**src/rtl/sysclk_pkg.sv**
```systemverilog
package sysclk_pkg;

  // Synchronized control bits in one vector
  typedef struct packed {
    logic strap;
    logic run;
    logic slow;
  } ctrl_bits_t;

  function automatic int unsigned max_ratio(int unsigned a, int unsigned b);
    return (a > b) ? a : b;
  endfunction

  // Counter width needed to hold indices 0 .. r-1
  function automatic int unsigned cnt_width(int unsigned r);
    return (r <= 2) ? 1 : $clog2(r);
  endfunction

  // Full reference cycles the rising-edge flop stays high in one period
  function automatic int unsigned pos_high_cycles(int unsigned r);
    return r / 2;
  endfunction

  // Odd ratios need the falling-edge half-cycle extension
  function automatic bit needs_half(int unsigned r);
    return (r % 2) == 1;
  endfunction

endpackage

```
**src/rtl/sig_sync.sv**
```systemverilog
module sig_sync #(
  parameter int unsigned WIDTH  = 3,
  parameter int unsigned STAGES = 2
) (
  input  logic             clk,
  input  logic             rst_n,
  input  logic [WIDTH-1:0] d,
  output logic [WIDTH-1:0] q
);

  logic [WIDTH-1:0] stage_q [STAGES];

  always_ff @(posedge clk or negedge rst_n) begin
    if (!rst_n) stage_q[0] <= '0;
    else        stage_q[0] <= d;
  end

  for (genvar s = 1; s < STAGES; s++) begin : g_stage
    always_ff @(posedge clk or negedge rst_n) begin
      if (!rst_n) stage_q[s] <= '0;
      else        stage_q[s] <= stage_q[s-1];
    end
  end

  assign q = stage_q[STAGES-1];

endmodule

```
**src/rtl/gate_ctrl.sv**
```systemverilog
module gate_ctrl
  import sysclk_pkg::*;
#(
  parameter int unsigned DIV_FAST = 2,
  parameter int unsigned DIV_SLOW = 3,
  parameter int unsigned CW       = cnt_width(max_ratio(DIV_FAST, DIV_SLOW))
) (
  input  logic          clk,
  input  logic          rst_n,
  input  logic          en_sync,
  input  logic          slow_sync,
  output logic          active,
  output logic          slow_q,
  output logic          act_d,
  output logic          slow_d,
  output logic [CW-1:0] cnt_d
);

  localparam logic [CW-1:0] LAST_FAST = CW'(DIV_FAST - 1);
  localparam logic [CW-1:0] LAST_SLOW = CW'(DIV_SLOW - 1);

  logic [CW-1:0] cnt;
  logic [CW-1:0] last_sel;
  logic          at_last;

  assign last_sel = slow_q ? LAST_SLOW : LAST_FAST;
  assign at_last  = active && (cnt == last_sel);

  // Enable is only looked at when idle or at a period boundary
  assign act_d  = active ? !(at_last && !en_sync) : en_sync;
  // Ratio is captured only while stopped
  assign slow_d = active ? slow_q : slow_sync;
  assign cnt_d  = (active && !at_last) ? cnt + CW'(1) : '0;

  always_ff @(posedge clk or negedge rst_n) begin
    if (!rst_n) begin
      active <= 1'b0;
      slow_q <= 1'b0;
      cnt    <= '0;
    end else begin
      active <= act_d;
      slow_q <= slow_d;
      cnt    <= cnt_d;
    end
  end

  assert_cnt_bound_R2: assert property (@(posedge clk) disable iff (!rst_n)
    active |-> (cnt <= last_sel));

  assert_ratio_frozen_R7: assert property (@(posedge clk) disable iff (!rst_n)
    (active && $past(active)) |-> $stable(slow_q));

  assert_stop_boundary_R6: assert property (@(posedge clk) disable iff (!rst_n)
    $fell(active) |-> $past(at_last));

  assert_start_enabled_R4: assert property (@(posedge clk) disable iff (!rst_n)
    $rose(active) |-> $past(en_sync));

  assert_hold_off_R5: assert property (@(posedge clk) disable iff (!rst_n)
    (!active && !en_sync) |=> !active);

endmodule

```
**src/rtl/edge_shaper.sv**
```systemverilog
module edge_shaper
  import sysclk_pkg::*;
#(
  parameter int unsigned DIV_FAST = 2,
  parameter int unsigned DIV_SLOW = 3,
  parameter int unsigned CW       = cnt_width(max_ratio(DIV_FAST, DIV_SLOW))
) (
  input  logic          clk,
  input  logic          rst_n,
  input  logic          act_d,
  input  logic          slow_d,
  input  logic [CW-1:0] cnt_d,
  input  logic          slow_q,
  output logic          clk_out
);

  localparam logic [CW-1:0] HI_FAST  = CW'(pos_high_cycles(DIV_FAST));
  localparam logic [CW-1:0] HI_SLOW  = CW'(pos_high_cycles(DIV_SLOW));
  localparam bit            ODD_FAST = needs_half(DIV_FAST);
  localparam bit            ODD_SLOW = needs_half(DIV_SLOW);

  logic hi_pos;
  logic hi_neg;
  logic pos_nxt;
  logic use_half;

  assign pos_nxt  = act_d && (cnt_d < (slow_d ? HI_SLOW : HI_FAST));
  assign use_half = slow_q ? ODD_SLOW : ODD_FAST;

  always_ff @(posedge clk or negedge rst_n) begin
    if (!rst_n) hi_pos <= 1'b0;
    else        hi_pos <= pos_nxt;
  end

  // Falling-edge copy stretches the high phase by half a reference cycle
  always_ff @(negedge clk or negedge rst_n) begin
    if (!rst_n) hi_neg <= 1'b0;
    else        hi_neg <= hi_pos;
  end

  assign clk_out = hi_pos | (use_half & hi_neg);

  assert_neg_copy_R3: assert property (@(posedge clk) disable iff (!rst_n)
    hi_neg == hi_pos);

endmodule

```
**src/rtl/sysclk_gate_div.sv**
```systemverilog
module sysclk_gate_div
  import sysclk_pkg::*;
#(
  parameter int unsigned DIV_FAST    = 2,
  parameter int unsigned DIV_SLOW    = 3,
  parameter int unsigned SYNC_STAGES = 2
) (
  input  logic ref_clk,
  input  logic rst_n,
  input  logic slow_plan,
  input  logic strap_en,
  input  logic run_mode,
  output logic clk_out
);

  localparam int unsigned CW = cnt_width(max_ratio(DIV_FAST, DIV_SLOW));
  localparam int unsigned NB = $bits(ctrl_bits_t);

  ctrl_bits_t    raw_bits;
  ctrl_bits_t    sync_bits;
  logic [NB-1:0] sync_vec;
  logic          en_sync;
  logic          active;
  logic          slow_q;
  logic          act_d;
  logic          slow_d;
  logic [CW-1:0] cnt_d;

  assign raw_bits = '{strap: strap_en, run: run_mode, slow: slow_plan};

  sig_sync #(.WIDTH(NB), .STAGES(SYNC_STAGES)) u_sync (
    .clk  (ref_clk),
    .rst_n(rst_n),
    .d    (raw_bits),
    .q    (sync_vec)
  );

  assign sync_bits = ctrl_bits_t'(sync_vec);
  assign en_sync   = sync_bits.strap & sync_bits.run;

  gate_ctrl #(.DIV_FAST(DIV_FAST), .DIV_SLOW(DIV_SLOW), .CW(CW)) u_gate (
    .clk      (ref_clk),
    .rst_n    (rst_n),
    .en_sync  (en_sync),
    .slow_sync(sync_bits.slow),
    .active   (active),
    .slow_q   (slow_q),
    .act_d    (act_d),
    .slow_d   (slow_d),
    .cnt_d    (cnt_d)
  );

  edge_shaper #(.DIV_FAST(DIV_FAST), .DIV_SLOW(DIV_SLOW), .CW(CW)) u_shape (
    .clk    (ref_clk),
    .rst_n  (rst_n),
    .act_d  (act_d),
    .slow_d (slow_d),
    .cnt_d  (cnt_d),
    .slow_q (slow_q),
    .clk_out(clk_out)
  );

  assert_strap_low_R5: assert property (@(posedge ref_clk) disable iff (!rst_n)
    (!sync_bits.strap && !active) |=> !clk_out);

endmodule

```
**config.mk**
```make
export PLATFORM = sky130hd
export DESIGN_NAME = sysclk_gate_div
export DESIGN_NICKNAME = d
export VERILOG_FILES = /design/src/rtl/sysclk_pkg.sv /design/src/rtl/sig_sync.sv /design/src/rtl/gate_ctrl.sv /design/src/rtl/edge_shaper.sv /design/src/rtl/sysclk_gate_div.sv
export SDC_FILE = /design/constraint.sdc
export NUM_CORES = 1
export LEC_CHECK = 0
export BUFFER_PORTS_ARGS = -buffer_cell sky130_fd_sc_hd__buf_2
export CAP_MARGIN = 20
export CORE_AREA = 2 2 39 41
export DETAILED_ROUTE_END_ITERATION = 16
export DIE_AREA = 0 0 41 43
export GPL_ROUTABILITY_DRIVEN = 0
export PLACE_DENSITY = 0.46
export SLEW_MARGIN = 20
export SYNTH_ARGS = -nofsm -noshare
export SYNTH_HDL_FRONTEND = slang
export SYNTH_SLANG_ARGS = --single-unit
```
**constraint.sdc**
```tcl
create_clock -name ref_clk -period 1.4 [get_ports ref_clk]
set_input_delay 0.07 -clock ref_clk [delete_from_list [all_inputs] [get_ports ref_clk]]
set_output_delay 0.07 -clock ref_clk [all_outputs]
set_load 0.02 [all_outputs]
```
==> results of run 1 <==
-- sequential cells by signal, summed over array words and instances (netlist names) --
register	flops
u_gate.slow_q	1
u_gate.active	1
u_shape.hi_pos	1
u_shape.hi_neg	1
u_sync.q	3
u_gate.cnt	2
u_sync.stage_q	3
-- routing by layer --
layer  share of wire, %  up-vias  routed length, um  GRT usage, %
met5                  0        -                  0             0
met4                  0        0                  0          6.00
met3                5.0        0                 28          4.71
met2                 51        6                285          12.8
met1                 44      127                245          9.62
li1                   -      118                  -             -
-- per-stage QoR --
stage	area [sq um]	setup TNS [ps]	utilization, %
after global routing	531	-290	38.3
final	531	-253	38.3
after CTS	531	-273	38.3
after detailed placement	448	0	32.4
after global placement	448	0	32.4
after floorplan	403	0	-
-- worst max-delay path, delay by kind of cell (launching register included) --
family | cells | cell delay [ps]
flip-flops | 1 | 380
AO/OA/AOI/OAI | 1 | 120
buffers and inverters | 1 | 110
-- power breakdown --
group          leakage, nW  switching, mW  internal, mW  total [mW]
clock               0.0210          0.107         0.158       0.265
combinational       0.0862         0.0793         0.132       0.212
sequential           0.145         0.0908         0.434       0.524
-- final timing paths --
check / startpoint / to / slack, ps / cells past startpoint
setup / recovery: u_shape.hi_neg$_DFF_NN0_ / clk_out / -250 / 2
hold / removal: rst_n / u_shape.hi_pos$_DFF_PN0_ / 200 / 2
setup reg to reg: u_shape.hi_pos$_DFF_PN0_ / u_shape.hi_neg$_DFF_NN0_ / 160 / 0
hold reg to reg: u_sync.stage_q[3]$_DFF_PN0_ / u_sync.q[0]$_DFF_PN0_ / 350 / 0
max in group asynchronous: rst_n / u_shape.hi_neg$_DFF_NN0_ / 380 / 2
min in group ref_clk: u_sync.stage_q[3]$_DFF_PN0_ / u_sync.q[0]$_DFF_PN0_ / 350 / 0
-- cells by family (layout without fill, tap and decap cells) --
group	Yosys count	count (layout)	share of synthesized area, %
mux	1	1	2.79
flops	12	12	74.5
buf+inv	0	13	0
compound gates	6	6	12.4
simple gates	6	6	10.2
-- cells in the final DEF (no fill, tap or decap), types with 2 or more instances in the layout --
cell / instances
dfrtp_1: 11
clkbuf_4: 3
dlygate4sd3_1: 4
buf_2: 4
o211ai_1: 2
-- final cells by class --
cell class	instances	area (sq um)	area share [%]
flip-flops and latches	12	300	56.6
well taps	16	20.0	3.77
repair buffers	9	71.3	13.4
clock buffers	4	36.3	6.84
multi-input cells	13	103	19.3
-- repair_timing --
item / CTS / global route
pin swaps: 0 / 0
hold endpoints to repair: 14 / 0
hold buffers: 4 / 0
resized for setup: 2 / 0
setup endpoints to repair: 1 / 1
==> impl_metrics.prom, run 1 <==
# TYPE chip_impl_metric gauge
chip_impl_metric{name="clock_path_buffers",unit=""} 2
chip_impl_metric{name="max-vdd-ir-drop",unit="uV"} 733
chip_impl_info{name="rsz_0062_raised_after_global_routing",value="true"} 1
chip_impl_metric{name="postCtsSetupRepairBufs",unit=""} 0
chip_impl_metric{name="timing.hold.ws",unit="ps"} 201
chip_impl_metric{name="diodes",unit=""} 0
chip_impl_metric{name="first_global_vias",unit=""} 249
chip_impl_metric{name="synth-async-reset-ratio",unit="%"} 100
chip_impl_info{name="crit_path_cell_trace",value="a21o_1 > buf_6"} 1
chip_impl_metric{name="power.total",unit="mW"} 1.00
chip_impl_metric{name="timing.final.setup_violations",unit=""} 1
chip_impl_metric{name="pwr_density_cell",unit="nW/um^2"} 1890
chip_impl_info{name="clockRootBuffer",value="clkbuf_4"} 1
chip_impl_metric{name="path_clk_slew",unit="ps"} 70
chip_impl_metric{name="floorplan.die.width",unit="um"} 41
chip_impl_metric{name="grt_pass1_wl",unit="um"} 986
chip_impl_metric{name="syn-instance-count",unit=""} 25
chip_impl_info{name="post_synth_most_frequent_cells",value="dfrtp_1 (11), o211ai_1 (2)"} 1
chip_impl_metric{name="post_synth.cell_area_avg",unit="sq um"} 16.1
chip_impl_info{name="timing.critical_path.slowest_stage_cell",value="dfrtn_1"} 1
chip_impl_info{name="synthDominantAreaCellType",value="dfrtp_1"} 1
chip_impl_metric{name="top_level_ports",unit=""} 6
chip_impl_info{name="result_of_the_run",value="complete, but fails checks"} 1
chip_impl_metric{name="grt_start_max_net_pins",unit=""} 13
chip_impl_metric{name="clkSinkCount",unit=""} 12
chip_impl_metric{name="crit_path_max_incr_delay",unit="ps"} 380
chip_impl_metric{name="synth_largest_type_area_fraction",unit="%"} 68.3
chip_impl_metric{name="cap_violations",unit=""} 0
chip_impl_metric{name="synth_enable_flop_cells",unit=""} 0
chip_impl_metric{name="preCtsSetupSlack",unit="ps"} 9.44
chip_impl_info{name="worst-setup-path-type",value="reg -> out"} 1
chip_impl_metric{name="io_buffers",unit=""} 5
chip_impl_metric{name="synthToLayoutAreaGrowth",unit="%"} 31.7
chip_impl_metric{name="hold_viol",unit=""} 0
chip_impl_metric{name="route.detailed.drc",unit=""} 0
chip_impl_metric{name="design.die.area",unit="sq um"} 1760
chip_impl_metric{name="numCtsBuffers",unit=""} 3
chip_impl_metric{name="wl_per_cell",unit="um"} 10.4
chip_impl_metric{name="ys_seq_elements",unit=""} 12
chip_impl_metric{name="antenna_found_initial",unit=""} 0
chip_impl_metric{name="finClkSkew",unit="ps"} 4.89
chip_impl_info{name="hold_class",value="in -> async"} 1
chip_impl_metric{name="stdcell_count",unit=""} 54
chip_impl_metric{name="gr-total-overflow",unit=""} 0
chip_impl_metric{name="synth_sequential_area_ratio",unit="%"} 74.5
chip_impl_metric{name="routed_wirelength",unit="um"} 560
chip_impl_metric{name="final_layout_size_suffix_gt1_share",unit="%"} 28.9
chip_impl_info{name="violations",value="setup timing"} 1
chip_impl_info{name="crit_path_end_kind",value="primary output"} 1
chip_impl_metric{name="htreeDepth",unit=""} 1
chip_impl_metric{name="number_of_fill_cells_in_the_layout",unit=""} 137
chip_impl_metric{name="detailroute.via_count",unit=""} 251
chip_impl_metric{name="rows",unit=""} 14
chip_impl_metric{name="ys_types",unit=""} 14
chip_impl_metric{name="slew_headroom",unit="%"} 83.1
chip_impl_metric{name="core_region_area",unit="sq um"} 1380
chip_impl_metric{name="fp.dieH",unit="um"} 43
chip_impl_metric{name="number_of_nets_in_the_finished_design",unit=""} 44
chip_impl_info{name="crit_path_start_kind",value="register"} 1
chip_impl_metric{name="vias_per_cell",unit=""} 4.65
chip_impl_info{name="synth_most_common_cell",value="dfrtp_1"} 1
chip_impl_metric{name="detailedRoute.firstPassIterationCount",unit=""} 2
chip_impl_metric{name="final_max_slew_viol_count",unit=""} 0
chip_impl_metric{name="setup_ws",unit="ps"} -253
chip_impl_metric{name="mappedNetlistNets",unit=""} 30
chip_impl_metric{name="netlist_area",unit="sq um"} 403
chip_impl_metric{name="synth_warnings",unit=""} 0
chip_impl_metric{name="power.leakage",unit="nW"} 0.252
chip_impl_metric{name="insertion_delay",unit="ps"} 270
chip_impl_metric{name="dpl.cell_count",unit=""} 46
chip_impl_metric{name="cp_data_required_time",unit="ps"} 1330
chip_impl_metric{name="worstMarginPinSlew",unit="ps"} 254
chip_impl_metric{name="initial_util",unit="%"} 29.1
chip_impl_info{name="tritoncts",value="yes"} 1
chip_impl_metric{name="grtUsageTotal",unit="%"} 8.91
chip_impl_metric{name="antenna_left",unit=""} 0
chip_impl_metric{name="worst-endpoint-arrival",unit="ps"} 1580
chip_impl_metric{name="drt-initial-drc-count",unit=""} 3
chip_impl_info{name="synth_top_cells_by_area",value="dfrtp_1 (68%), dfrtn_1 (6.2%), o211ai_1 (3.7%)"} 1
chip_impl_metric{name="max_fo_critical_path",unit=""} 1
chip_impl_info{name="ys_dominant_reg_cell",value="dfrtp_1"} 1
Note: power is estimated with default switching activity, not from simulation.
==> run 2: changes to the inputs <==
Settings changed: CELL_PAD_IN_SITES_DETAIL_PLACEMENT set to 1, CELL_PAD_IN_SITES_GLOBAL_PLACEMENT set to 2, PLACE_DENSITY 0.46 to 0.6.
==> run 2 against run 1 <==
The run still ends with setup timing left. Global-route usage is 1.7 points higher. Power is 3.4% lower. Flip-flop and latch count stayed put. Critical endpoint unchanged. Largest power group unchanged.
==> impl_metrics.prom, run 2 (synthesized netlist as in run 1, its figures left out) <==
# TYPE chip_impl_metric gauge
chip_impl_metric{name="max-vdd-ir-drop",unit="uV"} 705
chip_impl_info{name="tritoncts",value="yes"} 1
chip_impl_info{name="layout.cells.most_common",value="dfrtp_1"} 1
chip_impl_metric{name="power.total",unit="mW"} 0.967
chip_impl_metric{name="design.die.area",unit="sq um"} 1760
chip_impl_metric{name="rows",unit=""} 14
chip_impl_metric{name="floorplan.die.width",unit="um"} 41
chip_impl_metric{name="first_global_vias",unit=""} 277
chip_impl_metric{name="routed_wirelength",unit="um"} 642
chip_impl_metric{name="utilization",unit="%"} 37.6
chip_impl_info{name="violations",value="setup timing"} 1
chip_impl_metric{name="slew_headroom",unit="%"} 82.7
chip_impl_metric{name="initial_util",unit="%"} 29.1
chip_impl_metric{name="max_fo_critical_path",unit=""} 1
chip_impl_metric{name="timing.final.setup_violations",unit=""} 1
chip_impl_metric{name="grt_start_max_net_pins",unit=""} 13
chip_impl_metric{name="setup_ws",unit="ps"} -250
chip_impl_info{name="worst-setup-path-type",value="reg -> out"} 1
chip_impl_metric{name="worstMarginPinSlew",unit="ps"} 259
chip_impl_metric{name="final_layout_size_suffix_gt1_share",unit="%"} 26.3
chip_impl_metric{name="clkSinkCount",unit=""} 12
chip_impl_metric{name="htreeDepth",unit=""} 1
chip_impl_metric{name="insertion_delay",unit="ps"} 270
chip_impl_metric{name="final_max_slew_viol_count",unit=""} 0
chip_impl_metric{name="path_clk_slew",unit="ps"} 80
chip_impl_metric{name="wl_per_cell",unit="um"} 11.9
chip_impl_metric{name="route.detailed.drc",unit=""} 0
chip_impl_metric{name="diodes",unit=""} 0
chip_impl_metric{name="power.leakage",unit="nW"} 0.246
chip_impl_metric{name="top_level_ports",unit=""} 6
chip_impl_metric{name="grt_pass1_wl",unit="mm"} 1.17
chip_impl_metric{name="finClkSkew",unit="ps"} 8.57
chip_impl_metric{name="cap_violations",unit=""} 0
chip_impl_metric{name="drt-initial-drc-count",unit=""} 0
chip_impl_info{name="crit_path_start_kind",value="register"} 1
chip_impl_metric{name="vias_per_cell",unit=""} 4.59
chip_impl_info{name="crit_path_end_kind",value="primary output"} 1
chip_impl_metric{name="core_region_area",unit="sq um"} 1380
chip_impl_metric{name="fp.dieH",unit="um"} 43
chip_impl_info{name="rsz_0062_raised_after_global_routing",value="true"} 1
chip_impl_metric{name="pwr_density_cell",unit="nW/um^2"} 1860
chip_impl_metric{name="cp_data_required_time",unit="ps"} 1330
chip_impl_metric{name="io_buffers",unit=""} 5
chip_impl_metric{name="clock_path_buffers",unit=""} 2
chip_impl_info{name="result_of_the_run",value="complete, but fails checks"} 1
chip_impl_metric{name="hold_viol",unit=""} 0
chip_impl_metric{name="summed_negative_setup_slack_over_all_endpoints",unit="ps"} -250
chip_impl_info{name="clockRootBuffer",value="clkbuf_4"} 1
chip_impl_metric{name="detailedRoute.firstPassIterationCount",unit=""} 1
chip_impl_info{name="most_used_cells_in_the_layout_excluding_fill_and_tap_cells",value="dfrtp_1 (11), dlygate4sd3_1 (4), buf_2 (4)"} 1
chip_impl_metric{name="synthToLayoutAreaGrowth",unit="%"} 29.2
chip_impl_metric{name="place.detailed.hpwl",unit="um"} 458
chip_impl_metric{name="worst-endpoint-arrival",unit="ps"} 1580
chip_impl_metric{name="detailroute.via_count",unit=""} 248
chip_impl_metric{name="numCtsBuffers",unit=""} 3
chip_impl_metric{name="grtUsageTotal",unit="%"} 10.7
chip_impl_metric{name="postCtsSetupRepairBufs",unit=""} 0
chip_impl_info{name="hold_class",value="in -> async"} 1
chip_impl_metric{name="antenna_found_initial",unit=""} 0
chip_impl_metric{name="gr-total-overflow",unit=""} 0
chip_impl_metric{name="number_of_nets_in_the_finished_design",unit=""} 44
chip_impl_metric{name="antenna_left",unit=""} 0
## run 2: cell counts in the layout (fill, tap and decap cells not counted)
No cell type changed its count.
## run 2: what timing repair did
item / CTS / global route
hold endpoints to repair: 14 / 0
setup endpoints to repair: 1 / 1
resized for setup: 2 / 0
hold buffers: 4 / 0
## run 2: worst max-delay path, cell delays in order (launching register included)
cell	delay [ps]
dfrtn_1	390
a21o_1	120
buf_6	110
## run 2: area by class of cell
type | instances | area, sq um
clock buffers | 4 | 26.3
repair buffers | 9 | 71.3
fillers | 152 | 863
well taps | 16 | 20.0
multi-input cells | 13 | 103
flip-flops and latches | 12 | 300
## run 2: per-stage QoR
stage / instances / cell area (sq um) / setup slack [ps] / hold slack, ps
after floorplan: 25 / 403 / 67.9 / -226
after global placement: 46 / 448 / 20.8 / -50.8
after detailed placement: 46 / 448 / 11.3 / -38.8
after CTS: 54 / 520 / -268 / 207
after global routing: 54 / 520 / -300 / 237
final: 54 / 520 / -250 / 196
## run 2: routing by layer
metal  wire (um)  track usage [%]  vias to the layer above
li1            -                -                      117
met1         278             11.3                      123
met2         327             14.7                        6
met3          27             4.71                        2
met4           8             10.0                        0
met5           0                0                        -
## run 2: worst paths after layout
kind | start | end | slack (ps) | depth (start not counted)
setup / recovery | u_shape.hi_neg$_DFF_NN0_ | clk_out | -250 | 2
hold / removal | rst_n | u_gate.active$_DFF_PN0_ | 200 | 2
setup reg to reg | u_shape.hi_pos$_DFF_PN0_ | u_shape.hi_neg$_DFF_NN0_ | 170 | 0
hold reg to reg | u_sync.stage_q[4]$_DFF_PN0_ | u_sync.q[1]$_DFF_PN0_ | 360 | 0
max in group asynchronous | rst_n | u_shape.hi_neg$_DFF_NN0_ | 380 | 2
min in group ref_clk | u_sync.stage_q[4]$_DFF_PN0_ | u_sync.q[1]$_DFF_PN0_ | 360 | 0
## run 2: power breakdown
part	total, mW	switching, mW	internal (mW)
clock network	0.218	0.108	0.110
registers	0.533	0.0997	0.434
logic	0.216	0.0837	0.132
